<file path="config.mk">
export PLATFORM = sky130hd
export DESIGN_NAME = eee_lpi_ctrl
export DESIGN_NICKNAME = d
export VERILOG_FILES = /design/src/rtl/eee_lpi_pkg.sv /design/src/rtl/eee_lpi_tick_cnt.sv /design/src/rtl/eee_lpi_regs.sv /design/src/rtl/eee_lpi_events.sv /design/src/rtl/eee_lpi_fsm.sv /design/src/rtl/eee_lpi_ctrl.sv
export SDC_FILE = /design/constraint.sdc
export NUM_CORES = 1
export LEC_CHECK = 0
export ABC_CLOCK_PERIOD_IN_PS = 2220
export BUFFER_PORTS_ARGS = -buffer_cell sky130_fd_sc_hd__buf_2
export CAP_MARGIN = 10
export CORE_AREA = 4 4 121 123
export DETAILED_ROUTE_END_ITERATION = 12
export DIE_AREA = 0 0 125 127
export PLACE_DENSITY = 0.49
export SYNTH_ARGS = -nofsm -noshare
export SYNTH_HDL_FRONTEND = slang
export SYNTH_SLANG_ARGS = --single-unit
</file>
<file path="constraint.sdc">
create_clock -name clk -period 2.22 [get_ports clk]
set_input_delay 0.111 -clock clk [delete_from_list [all_inputs] [get_ports clk]]
set_output_delay 0.111 -clock clk [all_outputs]
set_load 0.005 [all_outputs]
</file>
<file path="src/rtl/eee_lpi_pkg.sv">
package eee_lpi_pkg;

  typedef enum logic [1:0] {
    ST_ACTIVE    = 2'd0,
    ST_WAIT_LINK = 2'd1,
    ST_LPI       = 2'd2,
    ST_WAKE      = 2'd3
  } lpi_state_e;

  // control word bit positions
  localparam int CB_EN    = 0;
  localparam int CB_AUTO  = 1;
  localparam int CB_LINK  = 2;
  localparam int CB_FLAG0 = 4;
  localparam int CB_TXLPI = 8;
  localparam int CB_RXLPI = 9;

  // flag vector order
  localparam int FL_TX_ENTRY = 0;
  localparam int FL_TX_EXIT  = 1;
  localparam int FL_RX_ENTRY = 2;
  localparam int FL_RX_EXIT  = 3;
  localparam int NUM_FLAGS   = 4;

  // timer word: wake count at bit 0, link-stable count at bit 16
  localparam int TW_LSB = 0;
  localparam int LS_LSB = 16;

  function automatic logic limit_reached(input logic [31:0] cnt, input logic [31:0] lim);
    return cnt >= lim;
  endfunction

  function automatic logic auto_blocked(input logic auto_en, input logic tx_idle);
    return auto_en && !tx_idle;
  endfunction

endpackage

</file>
<file path="src/rtl/eee_lpi_tick_cnt.sv">
module eee_lpi_tick_cnt #(
  parameter int W = 16
) (
  input  logic         clk,
  input  logic         rst_n,
  input  logic         clr,
  input  logic         inc,
  input  logic [W-1:0] limit,
  output logic [W-1:0] cnt,
  output logic         done
);
  import eee_lpi_pkg::*;

  localparam logic [W-1:0] CNT_MAX = {W{1'b1}};

  always_ff @(posedge clk or negedge rst_n) begin
    if (!rst_n)                       cnt <= '0;
    else if (clr)                     cnt <= '0;
    else if (inc && cnt != CNT_MAX)   cnt <= cnt + 1'b1;
  end

  assign done = limit_reached(32'(cnt), 32'(limit));

  // a clear always restarts the count
  a_r4_restart_on_clear: assert property (@(posedge clk) disable iff (!rst_n)
    clr |=> cnt == '0);

  // the counter saturates instead of wrapping
  a_r5_no_wrap: assert property (@(posedge clk) disable iff (!rst_n)
    (cnt == CNT_MAX && !clr) |=> cnt == CNT_MAX);

endmodule

</file>
<file path="src/rtl/eee_lpi_regs.sv">
module eee_lpi_regs #(
  parameter int DW     = 32,
  parameter int LS_W   = 11,
  parameter int TW_W   = 16,
  parameter int RST_LS = 1000,
  parameter int RST_TW = 30
) (
  input  logic            clk,
  input  logic            rst_n,
  input  logic            wr,
  input  logic            rd,
  input  logic            sel,
  input  logic [DW-1:0]   wdata,
  input  logic [3:0]      flags,
  input  logic            tx_in_lpi,
  input  logic            rx_lvl,
  output logic            lpi_en,
  output logic            auto_en,
  output logic            link_ok,
  output logic [LS_W-1:0] ls_val,
  output logic [TW_W-1:0] tw_val,
  output logic            rd_ctrl,
  output logic [DW-1:0]   rdata
);
  import eee_lpi_pkg::*;

  logic [DW-1:0] ctrl_view;
  logic [DW-1:0] timer_view;
  logic          unused_wbits;

  assign rd_ctrl      = rd && !sel;
  assign unused_wbits = ^wdata;

  always_ff @(posedge clk or negedge rst_n) begin
    if (!rst_n) begin
      lpi_en  <= 1'b0;
      auto_en <= 1'b0;
      link_ok <= 1'b0;
      ls_val  <= LS_W'(RST_LS);
      tw_val  <= TW_W'(RST_TW);
    end else if (wr) begin
      if (!sel) begin
        lpi_en  <= wdata[CB_EN];
        auto_en <= wdata[CB_AUTO];
        link_ok <= wdata[CB_LINK];
      end else begin
        tw_val <= wdata[TW_LSB +: TW_W];
        ls_val <= wdata[LS_LSB +: LS_W];
      end
    end
  end

  always_comb begin
    ctrl_view                        = '0;
    ctrl_view[CB_EN]                 = lpi_en;
    ctrl_view[CB_AUTO]               = auto_en;
    ctrl_view[CB_LINK]               = link_ok;
    ctrl_view[CB_FLAG0 +: NUM_FLAGS] = flags;
    ctrl_view[CB_TXLPI]              = tx_in_lpi;
    ctrl_view[CB_RXLPI]              = rx_lvl;
    timer_view                       = '0;
    timer_view[TW_LSB +: TW_W]       = tw_val;
    timer_view[LS_LSB +: LS_W]       = ls_val;
  end

  always_ff @(posedge clk or negedge rst_n) begin
    if (!rst_n)  rdata <= '0;
    else if (rd) rdata <= sel ? timer_view : ctrl_view;
  end

  // a timer write lands in both fields
  a_r2_timer_write: assert property (@(posedge clk) disable iff (!rst_n)
    (wr && sel) |=> (tw_val == $past(wdata[TW_LSB +: TW_W]) &&
                     ls_val == $past(wdata[LS_LSB +: LS_W])));

endmodule

</file>
<file path="src/rtl/eee_lpi_events.sv">
module eee_lpi_events (
  input  logic       clk,
  input  logic       rst_n,
  input  logic       tx_entry,
  input  logic       tx_exit,
  input  logic       rx_lpi_in,
  input  logic       rd_clr,
  output logic [3:0] flags,
  output logic       rx_lvl,
  output logic       irq
);
  import eee_lpi_pkg::*;

  logic       rx_entry;
  logic       rx_exit;
  logic [3:0] ev;

  always_ff @(posedge clk or negedge rst_n) begin
    if (!rst_n) rx_lvl <= 1'b0;
    else        rx_lvl <= rx_lpi_in;
  end

  assign rx_entry = rx_lpi_in && !rx_lvl;
  assign rx_exit  = !rx_lpi_in && rx_lvl;

  always_comb begin
    ev              = '0;
    ev[FL_TX_ENTRY] = tx_entry;
    ev[FL_TX_EXIT]  = tx_exit;
    ev[FL_RX_ENTRY] = rx_entry;
    ev[FL_RX_EXIT]  = rx_exit;
  end

  // set wins over clear-on-read
  always_ff @(posedge clk or negedge rst_n) begin
    if (!rst_n) flags <= '0;
    else        flags <= (flags & ~{NUM_FLAGS{rd_clr}}) | ev;
  end

  assign irq = |flags;

  // an event in a read cycle survives the clear
  a_r9_set_wins: assert property (@(posedge clk) disable iff (!rst_n)
    (|ev) |=> ((flags & $past(ev)) == $past(ev)));

  // a read with no events empties the flags and drops irq
  a_r9_read_clears: assert property (@(posedge clk) disable iff (!rst_n)
    (rd_clr && ev == '0) |=> (flags == '0 && !irq));

  // transmit entry sets its flag
  a_r8_tx_entry_flag: assert property (@(posedge clk) disable iff (!rst_n)
    tx_entry |=> flags[FL_TX_ENTRY]);

endmodule

</file>
<file path="src/rtl/eee_lpi_fsm.sv">
module eee_lpi_fsm (
  input  logic                    clk,
  input  logic                    rst_n,
  input  logic                    lpi_en,
  input  logic                    auto_en,
  input  logic                    link_ok,
  input  logic                    tx_idle,
  input  logic                    ls_done,
  input  logic                    tw_done,
  output eee_lpi_pkg::lpi_state_e state,
  output logic                    ev_tx_entry,
  output logic                    ev_tx_exit
);
  import eee_lpi_pkg::*;

  lpi_state_e nxt;
  logic       busy;

  assign busy = auto_blocked(auto_en, tx_idle);

  always_comb begin
    nxt = state;
    unique case (state)
      ST_ACTIVE:    if (lpi_en && link_ok && !busy) nxt = ST_WAIT_LINK;
      ST_WAIT_LINK: begin
        if (!link_ok || !lpi_en || busy) nxt = ST_ACTIVE;
        else if (ls_done)                nxt = ST_LPI;
      end
      ST_LPI: begin
        if (!link_ok)             nxt = ST_ACTIVE;
        else if (!lpi_en || busy) nxt = ST_WAKE;
      end
      ST_WAKE:      if (!link_ok || tw_done) nxt = ST_ACTIVE;
      default:      nxt = ST_ACTIVE;
    endcase
  end

  always_ff @(posedge clk or negedge rst_n) begin
    if (!rst_n) state <= ST_ACTIVE;
    else        state <= nxt;
  end

  assign ev_tx_entry = (state != ST_LPI) && (nxt == ST_LPI);
  assign ev_tx_exit  = (state == ST_LPI) && (nxt != ST_LPI);

  // link loss returns to ACTIVE from anywhere
  a_r4_link_drop: assert property (@(posedge clk) disable iff (!rst_n)
    !link_ok |=> state == ST_ACTIVE);

  // no entry before the link-stable time has elapsed
  a_r3_entry_gated: assert property (@(posedge clk) disable iff (!rst_n)
    (state == ST_WAIT_LINK && !ls_done) |=> state != ST_LPI);

  // wake is held until the wake count is reached
  a_r5_wake_hold: assert property (@(posedge clk) disable iff (!rst_n)
    (state == ST_WAKE && link_ok && !tw_done) |=> state == ST_WAKE);

  // disabling forces the exit
  a_r6_disable_exits: assert property (@(posedge clk) disable iff (!rst_n)
    (state == ST_LPI && !lpi_en) |=> state != ST_LPI);

  // pending data in automatic mode blocks entry
  a_r7_busy_blocks: assert property (@(posedge clk) disable iff (!rst_n)
    (auto_en && !tx_idle && state != ST_LPI) |=> state != ST_LPI);

endmodule

</file>
<file path="src/rtl/eee_lpi_ctrl.sv">
module eee_lpi_ctrl #(
  parameter int DATA_W = 32,
  parameter int LS_W   = 11,
  parameter int TW_W   = 16,
  parameter int RST_LS = 1000,
  parameter int RST_TW = 30
) (
  input  logic              clk,
  input  logic              rst_n,
  input  logic              reg_wr,
  input  logic              reg_rd,
  input  logic              reg_sel,
  input  logic [DATA_W-1:0] reg_wdata,
  output logic [DATA_W-1:0] reg_rdata,
  input  logic              tick_us,
  input  logic              tick_ms,
  input  logic              tx_idle,
  input  logic              rx_lpi,
  output logic              tx_lpi,
  output logic              tx_hold,
  output logic              lpi_irq
);
  import eee_lpi_pkg::*;

  logic            lpi_en, auto_en, link_ok, rd_ctrl;
  logic [LS_W-1:0] ls_val, ls_cnt;
  logic [TW_W-1:0] tw_val, tw_cnt;
  logic            ls_done, tw_done;
  logic            ev_tx_entry, ev_tx_exit;
  logic [3:0]      flags;
  logic            rx_lvl;
  lpi_state_e      state;
  logic            in_lpi, in_wake;

  assign in_lpi  = (state == ST_LPI);
  assign in_wake = (state == ST_WAKE);

  eee_lpi_regs #(
    .DW(DATA_W), .LS_W(LS_W), .TW_W(TW_W), .RST_LS(RST_LS), .RST_TW(RST_TW)
  ) u_regs (
    .clk(clk), .rst_n(rst_n), .wr(reg_wr), .rd(reg_rd), .sel(reg_sel),
    .wdata(reg_wdata), .flags(flags), .tx_in_lpi(in_lpi), .rx_lvl(rx_lvl),
    .lpi_en(lpi_en), .auto_en(auto_en), .link_ok(link_ok),
    .ls_val(ls_val), .tw_val(tw_val), .rd_ctrl(rd_ctrl), .rdata(reg_rdata)
  );

  eee_lpi_tick_cnt #(.W(LS_W)) u_ls_cnt (
    .clk(clk), .rst_n(rst_n), .clr(!link_ok), .inc(tick_ms),
    .limit(ls_val), .cnt(ls_cnt), .done(ls_done)
  );

  eee_lpi_tick_cnt #(.W(TW_W)) u_tw_cnt (
    .clk(clk), .rst_n(rst_n), .clr(!in_wake), .inc(tick_us),
    .limit(tw_val), .cnt(tw_cnt), .done(tw_done)
  );

  eee_lpi_fsm u_fsm (
    .clk(clk), .rst_n(rst_n), .lpi_en(lpi_en), .auto_en(auto_en),
    .link_ok(link_ok), .tx_idle(tx_idle), .ls_done(ls_done), .tw_done(tw_done),
    .state(state), .ev_tx_entry(ev_tx_entry), .ev_tx_exit(ev_tx_exit)
  );

  eee_lpi_events u_events (
    .clk(clk), .rst_n(rst_n), .tx_entry(ev_tx_entry), .tx_exit(ev_tx_exit),
    .rx_lpi_in(rx_lpi), .rd_clr(rd_ctrl), .flags(flags), .rx_lvl(rx_lvl),
    .irq(lpi_irq)
  );

  assign tx_lpi  = in_lpi;
  assign tx_hold = in_lpi || in_wake;

  // with the link down the link-stable count stays at zero
  a_r4_ls_restart: assert property (@(posedge clk) disable iff (!rst_n)
    !link_ok |=> (ls_cnt == '0 || link_ok));

  // the wake counter only runs in WAKE
  a_r5_tw_idle: assert property (@(posedge clk) disable iff (!rst_n)
    !in_wake |=> tw_cnt == '0);

endmodule

</file>
After elaboration in Yosys (flattened, before gate mapping)

Index checks and enable logic that the tools add are counted.

Output and inout bits: 35
Bits in registers: 96
Logic and storage cells: 67
Input bits: 41

Add/sub/neg operators: 2
Reductions and logical operators: 26
Order comparisons: 2
Bitwise logic cells: 4
Multiplexer cells: 12
Equal/unequal tests: 10

Operators with widths:

| operator                                             | number |
|---|---|
| 2-to-1 mux 16 bit                                    | 2 |
| 2-to-1 mux 27 bit                                    | 1 |
| 2-to-1 mux 11 bit                                    | 2 |
| adder 16 x 1 -> 16 bit (second input constant)       | 1 |
| greater-or-equal comparator 16 bit                   | 1 |
| != test 16 bit (second input constant)               | 1 |
| 2-to-1 mux 2 bit                                     | 6 |
| adder 11 x 1 -> 11 bit (second input constant)       | 1 |
| greater-or-equal comparator 11 bit                   | 1 |
| != test 11 bit (second input constant)               | 1 |
| logical AND 1 bit                                    | 10 |
| one-hot mux 2 bit (4 select lines)                   | 1 |
| logical NOT 1 bit                                    | 7 |
| equality test 2 bit (second input constant)          | 3 |
| logical OR 1 bit                                     | 5 |
| bitwise AND 4 bit                                    | 1 |
| != test 2 x 1 -> 1 bit (second input constant)       | 2 |
| != test 2 bit (second input constant)                | 2 |
| inverter 4 bit                                       | 1 |
| bitwise OR 4 bit                                     | 1 |
| AND reduction 2 bit                                  | 2 |
| OR reduction 4 bit                                   | 1 |
| equality test 2 x 1 -> 1 bit (second input constant) | 1 |
| logical NOT 2 bit                                    | 1 |
| inverter 1 bit                                       | 1 |

Longest topological paths before layout

Gate-level depths: netlist of the first run.

Depth in word-level cells: 9
Depth in mapped cells: 7
Gate-level depth less buffers: 7

Modules after synthesis

A second synthesis of the first run with hierarchy kept.

Cells, all modules: 467
Area total of the unflattened synthesis: 4,962.3 um^2

Modules (own cells, without submodules):

| module                       | area each (um^2) | seq. area each (um^2) | cells each | instances |
|---|---|---|---|---|
| eee_lpi_regs                 | 2,407.3          | 1,438.9               | 188        | 1 |
| eee_lpi_tick_cnt at u_tw_cnt | 1,318.8          | 400.4                 | 152        | 1 |
| eee_lpi_tick_cnt at u_ls_cnt | 899.6            | 275.3                 | 96         | 1 |
| eee_lpi_events               | 173.9            | 125.1                 | 12         | 1 |
| eee_lpi_fsm                  | 142.6            | 50.0                  | 15         | 1 |
| eee_lpi_ctrl                 | 20.0             | 0.0                   | 4          | 1 |

Worst setup path before layout of the first run

Ideal clock, no wire load.

Kind: register to register
Start point: reg u_regs.ls_val[3]
End point: reg u_fsm.state[0]
Period minus slack after synthesis: 1.739 ns
Cell stages (with the launch flop): 8
Path buffers: 0
Setup time: 0.069 ns
Setup slack: 0.481 ns
Data arrival time: 1.670 ns
Data required time: 2.151 ns
Cell sequence: dfstp_2 inv_1 ha_1 a211o_1 o211ai_1 o211ai_1 or4_1 nand3_1

Longest elaborated chain between the ends: 4

RTL lines:

| item                               | RTL line           | text |
|---|---|---|
| start: declaration                 | eee_lpi_regs.sv:20 | `output logic [LS_W-1:0] ls_val,` |
| start signal: assignment           | eee_lpi_regs.sv:39 | `ls_val <= LS_W'(RST_LS);` |
| start signal: assignment           | eee_lpi_regs.sv:48 | `ls_val <= wdata[LS_LSB +: LS_W];` |
| greater-or-equal comparator 11 bit | eee_lpi_pkg.sv:30  | `return cnt >= lim;` |
| 2-to-1 mux 2 bit                   | eee_lpi_fsm.sv:27  | `else if (ls_done) nxt = ST_LPI;` |
| 2-to-1 mux 2 bit                   | eee_lpi_fsm.sv:26  | `if (!link_ok \|\| !lpi_en \|\| busy) nxt = ST_ACTIVE;` |
| one-hot mux 2 bit (4 select lines) | eee_lpi_fsm.sv:23  | `unique case (state)` |
| net u_fsm.nxt[0]                   | eee_lpi_fsm.sv:16  | `lpi_state_e nxt;` |
| end signal: assignment             | eee_lpi_fsm.sv:40  | `else state <= nxt;` |
| end: declaration                   | eee_lpi_fsm.sv:10  | `output eee_lpi_pkg::lpi_state_e state,` |

The timed path passes the listed nets, and every way through them passes these cells.
A chain may end at the register's enable or synchronous reset.

Worst setup path in the final report of the first run

Start point: reg u_regs.ls_val[9]
End point: reg u_fsm.state[0]

Same word-level chain as after synthesis.

==> metrics.txt, run 1 <==
hold_sp=reg_wdata[16]; global-route wire length before repair=18600 um; DR WL/cell=14.9 um; TritonCTS clock tree=done; buffers added on ports=65; final wirelength=about 11000 um; global route overflow=0; clk slew on worst S/H paths=60 ps; number of antenna diodes=0; most area-consuming cells after synthesis=dfrtp_1, ha_1, mux2_2, dfstp_2, inv_1; min-delay worst type=input port to flop; worst vdd ir=~0.47 mV; Crit path arrival time=about 2200 ps; Post-synth EDFFs=0; CP startpoint kind=flop; Final nets=600; WL met1=approximately 5300 um; via count=3458; Die H=between 100 and 150 um; clock latency on the worst-skew pair=340 ps; Met2 Routed Length=between 4000 and 5000 um; core area=13700 um^2; final core occ=a little over 40%; post-cts sizing count=0; Hold WS=between 10 and 15 ps; status=complete, no violations; Setup crit start=u_regs.ls_val[9]$_DFFE_PN1P_; area delta synth->final=19.3%; setup violators final=0; antenna-violating nets left=0; die area=15900 um^2; CTS buffer count=9; drt first pass iters=6; Final Cell Area=between 5000 and 6000 um^2; r2r setup slk=roughly 330 ps; setup_tns=0 ps; Via density=4.84; power density over the cells=around 750 nW/um^2; Reg2Reg Launch Point=u_regs.ls_val[9]$_DFFE_PN1P_; final hold violation count=0; largest net degree at the start of global routing=45; Post-Syn Area=roughly 4700 um^2; CP max FO=3; Most used DFF post-synth=dfrtp_1; Max Clock Freq=~530 MHz; CP cell instances=inv_1 -> ha_1 -> a21o_1 -> nor4_1 -> o211ai_1 -> or4_1 -> nand3_1; fin crit period=1890 ps; Placed Instance Area=about 5200 um^2; skew final=approximately 9.1 ps; crit end category=flop; worst relative slew slack=between 50% and 60%; Power, Total=4.19 mW; Initial Util=between 30% and 40%; post-synth cell types=between 40 and 50; period utilisation layout=85.1%; Leakage=about 2.7 nW; hpwl dp=about 7900 um; clk sinks=91; DRC viols=0; unrepaired setup endpoints after global routing=false; Post-Synthesis Cells=460; Die Wd=roughly 130 um; Yosys reg bits=between 90 and 100; DR WL met3=about 320 um; Seq/Total Area, Yosys=between 40 and 50%; Synth top area share=a little over two fifths; WP data required=approximately 2500 ps; cell taking the most area after synthesis=dfrtp_1; Avg Cell Area, Syn=between 10 and 15 um^2; GP Congestion=about 0.75; most frequent cells in the layout=dfrtp_1, buf_2, inv_1; row cnt=43; Max Used Layer=met4; CP max stage cell=dfstp_2; vias in the first global route=roughly 3.7k; Max-Cap Viols=0; clock buffer depth=2; DRT iter0 DRCs=~190; fin. max-slew vios=0; gr usage total=approximately 14%; CP Buf/Inv Count=1; clk root buf=clkbuf_16; layout cells sized above 1=between 20% and 30%; initial antenna violation count=0; CP top delay family=simple AND/OR/NAND/NOR gates; critical path's largest stage delay=between 500 and 600 ps; H-tree depth=3; commonest non-fill, non-tap cell in the layout=dfrtp_1; io pins=between 70 and 80; Ys Warns=0; critical path type=flop to flop; worst slew pin tran=675 ps; fraction of registers with async set/reset=100%
-- kinds of logic after synthesis --
logic type                 Yosys count  share of synthesized area (%)
DFF                                 91                           48.9
muxes                               39                           9.12
adders and majority gates           29                           7.75
buffers and inverters               73                           6.55
and+or+nand+nor                    138                           15.2
AOI/OAI and AO/OA                   70                           8.85
other                                1                         0.0801
xor gates and xnor gates            19                           3.56
-- registers in the layout (all words and copies together), names as in the netlist --
name	cells
u_tw_cnt.cnt	16
u_regs.ls_val	11
u_events.flags	4
u_regs.rdata	27
u_ls_cnt.cnt	11
u_regs.link_ok	1
u_regs.lpi_en	1
u_fsm.state	2
u_regs.tw_val	16
u_regs.auto_en	1
u_events.rx_lvl	1
-- timing repair --
item / CTS / global route
setup buffers: 0 / 0
hold buffers: 6 / 0
endpoints found under the hold margin: 39 / 0
-- final cells by class --
| type | instances | area [um^2] |
|---|---|---|
| Multi-Input combinational cell | 300 | 2100 |
| Inverter | 51 | 191 |
| Clock buffer | 10 | 229 |
| Tap cell | 180 | 225 |
| Clock inverter | 6 | 105 |
| Fill cell | 1393 | 8080 |
| Timing Repair Buffer | 77 | 445 |
| Sequential cell | 91 | 2290 |
-- Yosys cell counts (3+ instances only) --
master and count:
a21o_1 3, a21oi_1 18, a31oi_1 3, and2_1 4, and3_1 6, and4_1 7, buf_2 5, buf_4 5
clkbuf_1 9, dfrtp_1 81, dfstp_2 10, ha_1 29, inv_1 51, mux2_2 29, mux2i_1 10, nand2_1 25
nand2b_1 4, nand3_1 33, nand4_1 8, nor2_1 31, nor3_1 9, o211ai_1 3, o21ai_0 30, xnor2_1 4
xor2_1 15
-- per-layer routing --
metal | track usage (%) | vias to the layer above
li1 | - | 1714
met2 | 21.9 | 44
met1 | 20.5 | 1691
met5 | 0 | -
met4 | 4.66 | 0
met3 | 2.59 | 9
-- per-stage QoR --
step	setup WS, ps	instances
after floorplan	481	464
after global placement	334	693
after detailed placement	321	693
after CTS	308	715
after global routing	177	715
final	332	715
-- final timing paths --
kind | endpoint | depth (start not counted)
min reg2reg | u_events.flags[1]$_DFF_PN0_ | 2
min | u_regs.ls_val[0]$_DFFE_PN0P_ | 2
max | u_fsm.state[0]$_DFF_PN0_ | 7
max reg2reg | u_fsm.state[0]$_DFF_PN0_ | 7
min in group asynchronous | u_regs.rdata[13]$_DFFE_PN0P_ | 2
max in group asynchronous | u_regs.tw_val[4]$_DFFE_PN1P_ | 3
-- report_power, final --
group          internal, mW  switching (mW)
combinational         0.252           0.277
clock                  1.09           0.622
sequential             1.83           0.112
Note: power is estimated with default switching activity, not from simulation.
==> run 2: changes to the inputs <==
CELL_PAD_IN_SITES_DETAIL_PLACEMENT = 1   (was unset)
CELL_PAD_IN_SITES_GLOBAL_PLACEMENT = 1   (was unset)
PLACE_DENSITY = 0.61   (was 0.49)
==> run 2 against run 1 <==
Net effect:
- sequential power barely moved
- fmax down 3.1%
- register-to-register slack worse by 60 ps
- worst setup slack got worse by 60 ps
- clock power is 15% lower
- total power down 5.3%
- highest routed layer unchanged
==> metrics.txt, run 2 (synthesis gave the netlist of run 1 again) <==
status=complete, no violations; Final nets=605; DR WL/cell=between 15 and 20 um; Crit path arrival time=roughly 2200 ps; layout cells sized above 1=23.3%; min-delay worst type=input port to flop; post-cts sizing count=0; period utilisation layout=87.8%; Die H=roughly 130 um; antenna-violating nets left=0; global route overflow=0; critical path type=flop to flop; Via density=around 5; fin crit period=a little under 2000 ps; Finished Layout Cells=just over 700; CP max stage cell=dfstp_2; clock latency on the worst-skew pair=approximately 350 ps; area delta synth->final=19.4%; Sw Ratio=26.7%; WP data required=2500 ps; worst relative slew slack=a little over half; CP max FO=3; setup violators final=0; most frequent cells in the layout=dfrtp_1, buf_2, inv_1; core area=around 14000 um^2; worst r2r dst=u_fsm.state[0]$_DFF_PN0_; clock buffer depth=2; Max-Cap Viols=0; hold path endpoint=u_regs.tw_val[9]$_DFFE_PN0P_; critical path's largest stage delay=570 ps; io pins=76; setup_tns=0 ps; H-tree depth=3; CP startpoint kind=flop; Largest register FFs=27; crit end category=flop; CTS buffer count=9; Die Wd=about 130 um; Top reg by flops=u_regs.rdata; power density over the cells=a little over 700 nW/um^2; biggest regs=u_regs.rdata (27), u_regs.tw_val (16), u_tw_cnt.cnt (16); commonest non-fill, non-tap cell in the layout=dfrtp_1; fin. max-slew vios=0; die area=around 16000 um^2; Reg power frac=about 50%; clk sinks=between 90 and 100; row cnt=43; Max Clock Freq=513 MHz; internal power=2.91 mW; worst vdd ir=about 0.34 mV; hold_sp=reg_wdata[9]; combinational power share=between 10% and 20%; DRC viols=0; placed insts=about 690; clk root buf=clkbuf_16; unrepaired setup endpoints after global routing=false; clock power share=37.0%; Power, Total=3.97 mW; gr usage total=between 10% and 20%; final hold violation count=0; clk slew on worst S/H paths=~60 ps; Initial Util=between 30% and 40%; number of antenna diodes=0; largest net degree at the start of global routing=64; Net Sw Power=1.06 mW; GP Congestion=0.739; CP top delay family=simple AND/OR/NAND/NOR gates; global-route wire length before repair=19900 um; CP Buf/Inv Count=1; r2r setup slk=between 200 and 300 ps; worst r2r path cells=6; final wirelength=about 12000 um; WHS Path Cells=2; buffers added on ports=65; via count=between 3k and 4k; skew final=7.53 ps; Reg2Reg Launch Point=u_regs.ls_val[8]$_DFFE_PN1P_; vias in the first global route=approximately 3.9k; worst slew pin tran=677 ps; Leakage=roughly 2.7 nW; initial antenna violation count=0; TritonCTS clock tree=done; drt first pass iters=4; DRT iter0 DRCs=between 100 and 150; CP cell instances=inv_1 -> ha_1 -> nor4_1 -> o211ai_1 -> or4_1 -> nand3_1; hpwl dp=approximately 8600 um
run 2: cell types whose count changed in the layout (fill, tap and decap cells not counted):
cell,change
dlygate4sd3_1,+7
bufinv_16,-3
buf_4,-2
clkbuf_8,+2
clkinvlp_4,+2
clkinv_2,-1
run 2: worst max path at each step:
| stage | startpoint | endpoint | cells past startpoint |
|---|---|---|---|
| 6_report | u_regs.ls_val[8]$_DFFE_PN1P_ | u_fsm.state[0]$_DFF_PN0_ | 6 |
| 5_1_grt | u_regs.ls_val[10]$_DFFE_PN0P_ | u_fsm.state[0]$_DFF_PN0_ | 7 |
| 4_1_cts | u_regs.ls_val[8]$_DFFE_PN1P_ | u_fsm.state[0]$_DFF_PN0_ | 6 |
| 3_3_place_gp | u_regs.ls_val[9]$_DFFE_PN1P_ | u_fsm.state[0]$_DFF_PN0_ | 7 |
| 3_5_place_dp | u_regs.ls_val[8]$_DFFE_PN1P_ | u_fsm.state[0]$_DFF_PN0_ | 6 |
| 2_1_floorplan | u_regs.ls_val[3]$_DFFE_PN1P_ | u_fsm.state[0]$_DFF_PN0_ | 7 |
run 2: area by class of cell:
| cell class | instances | area (um^2) |
|---|---|---|
| tap | 180 | 225 |
| inverter | 51 | 191 |
| multi-input combinational | 300 | 2100 |
| clock buffer | 12 | 256 |
| fill | 1582 | 8080 |
| clock inverter | 4 | 25.0 |
| timing repair buffer | 82 | 500 |
| sequential | 91 | 2290 |
run 2: repair_timing:
| action | in CTS | in global routing |
|---|---|---|
| setup buffers | 0 | 0 |
| endpoints found under the hold margin | 35 | 0 |
| hold buffers | 13 | 0 |
run 2: per-stage QoR:
stage / hold slack, ps / area, um^2 / util (%) / worst slack [ps]
5_1_grt: 0.0424 / 5590 / 40.9 / 58.9
3_3_place_gp: 70.5 / 5170 / 37.9 / 278
4_1_cts: 0.0369 / 5590 / 40.9 / 258
2_1_floorplan: -185 / 4690 / - / 481
6_report: 5.07 / 5590 / 40.9 / 271
3_5_place_dp: 72.2 / 5170 / 37.9 / 271
run 2: layer usage:
layer  GRT usage (%)  share of wire, %  up-vias
met4            5.68               1.4        0
li1                -                 -     1732
met5               0                 0        -
met3            2.59               2.6       12
met1            21.2                48     1844
met2            25.8                48       49
run 2: power by group through the flow:
stage | Sequential (mW) | Combinational [mW] | Clock (mW)
2_1_floorplan | 1.95 | 0.315 | 0
3_3_place_gp | 1.97 | 0.526 | 0
3_5_place_dp | 1.98 | 0.553 | 0
4_1_cts | 1.95 | 0.574 | 1.52
5_1_grt | 1.97 | 0.638 | 1.58
6_report | 1.95 | 0.553 | 1.47
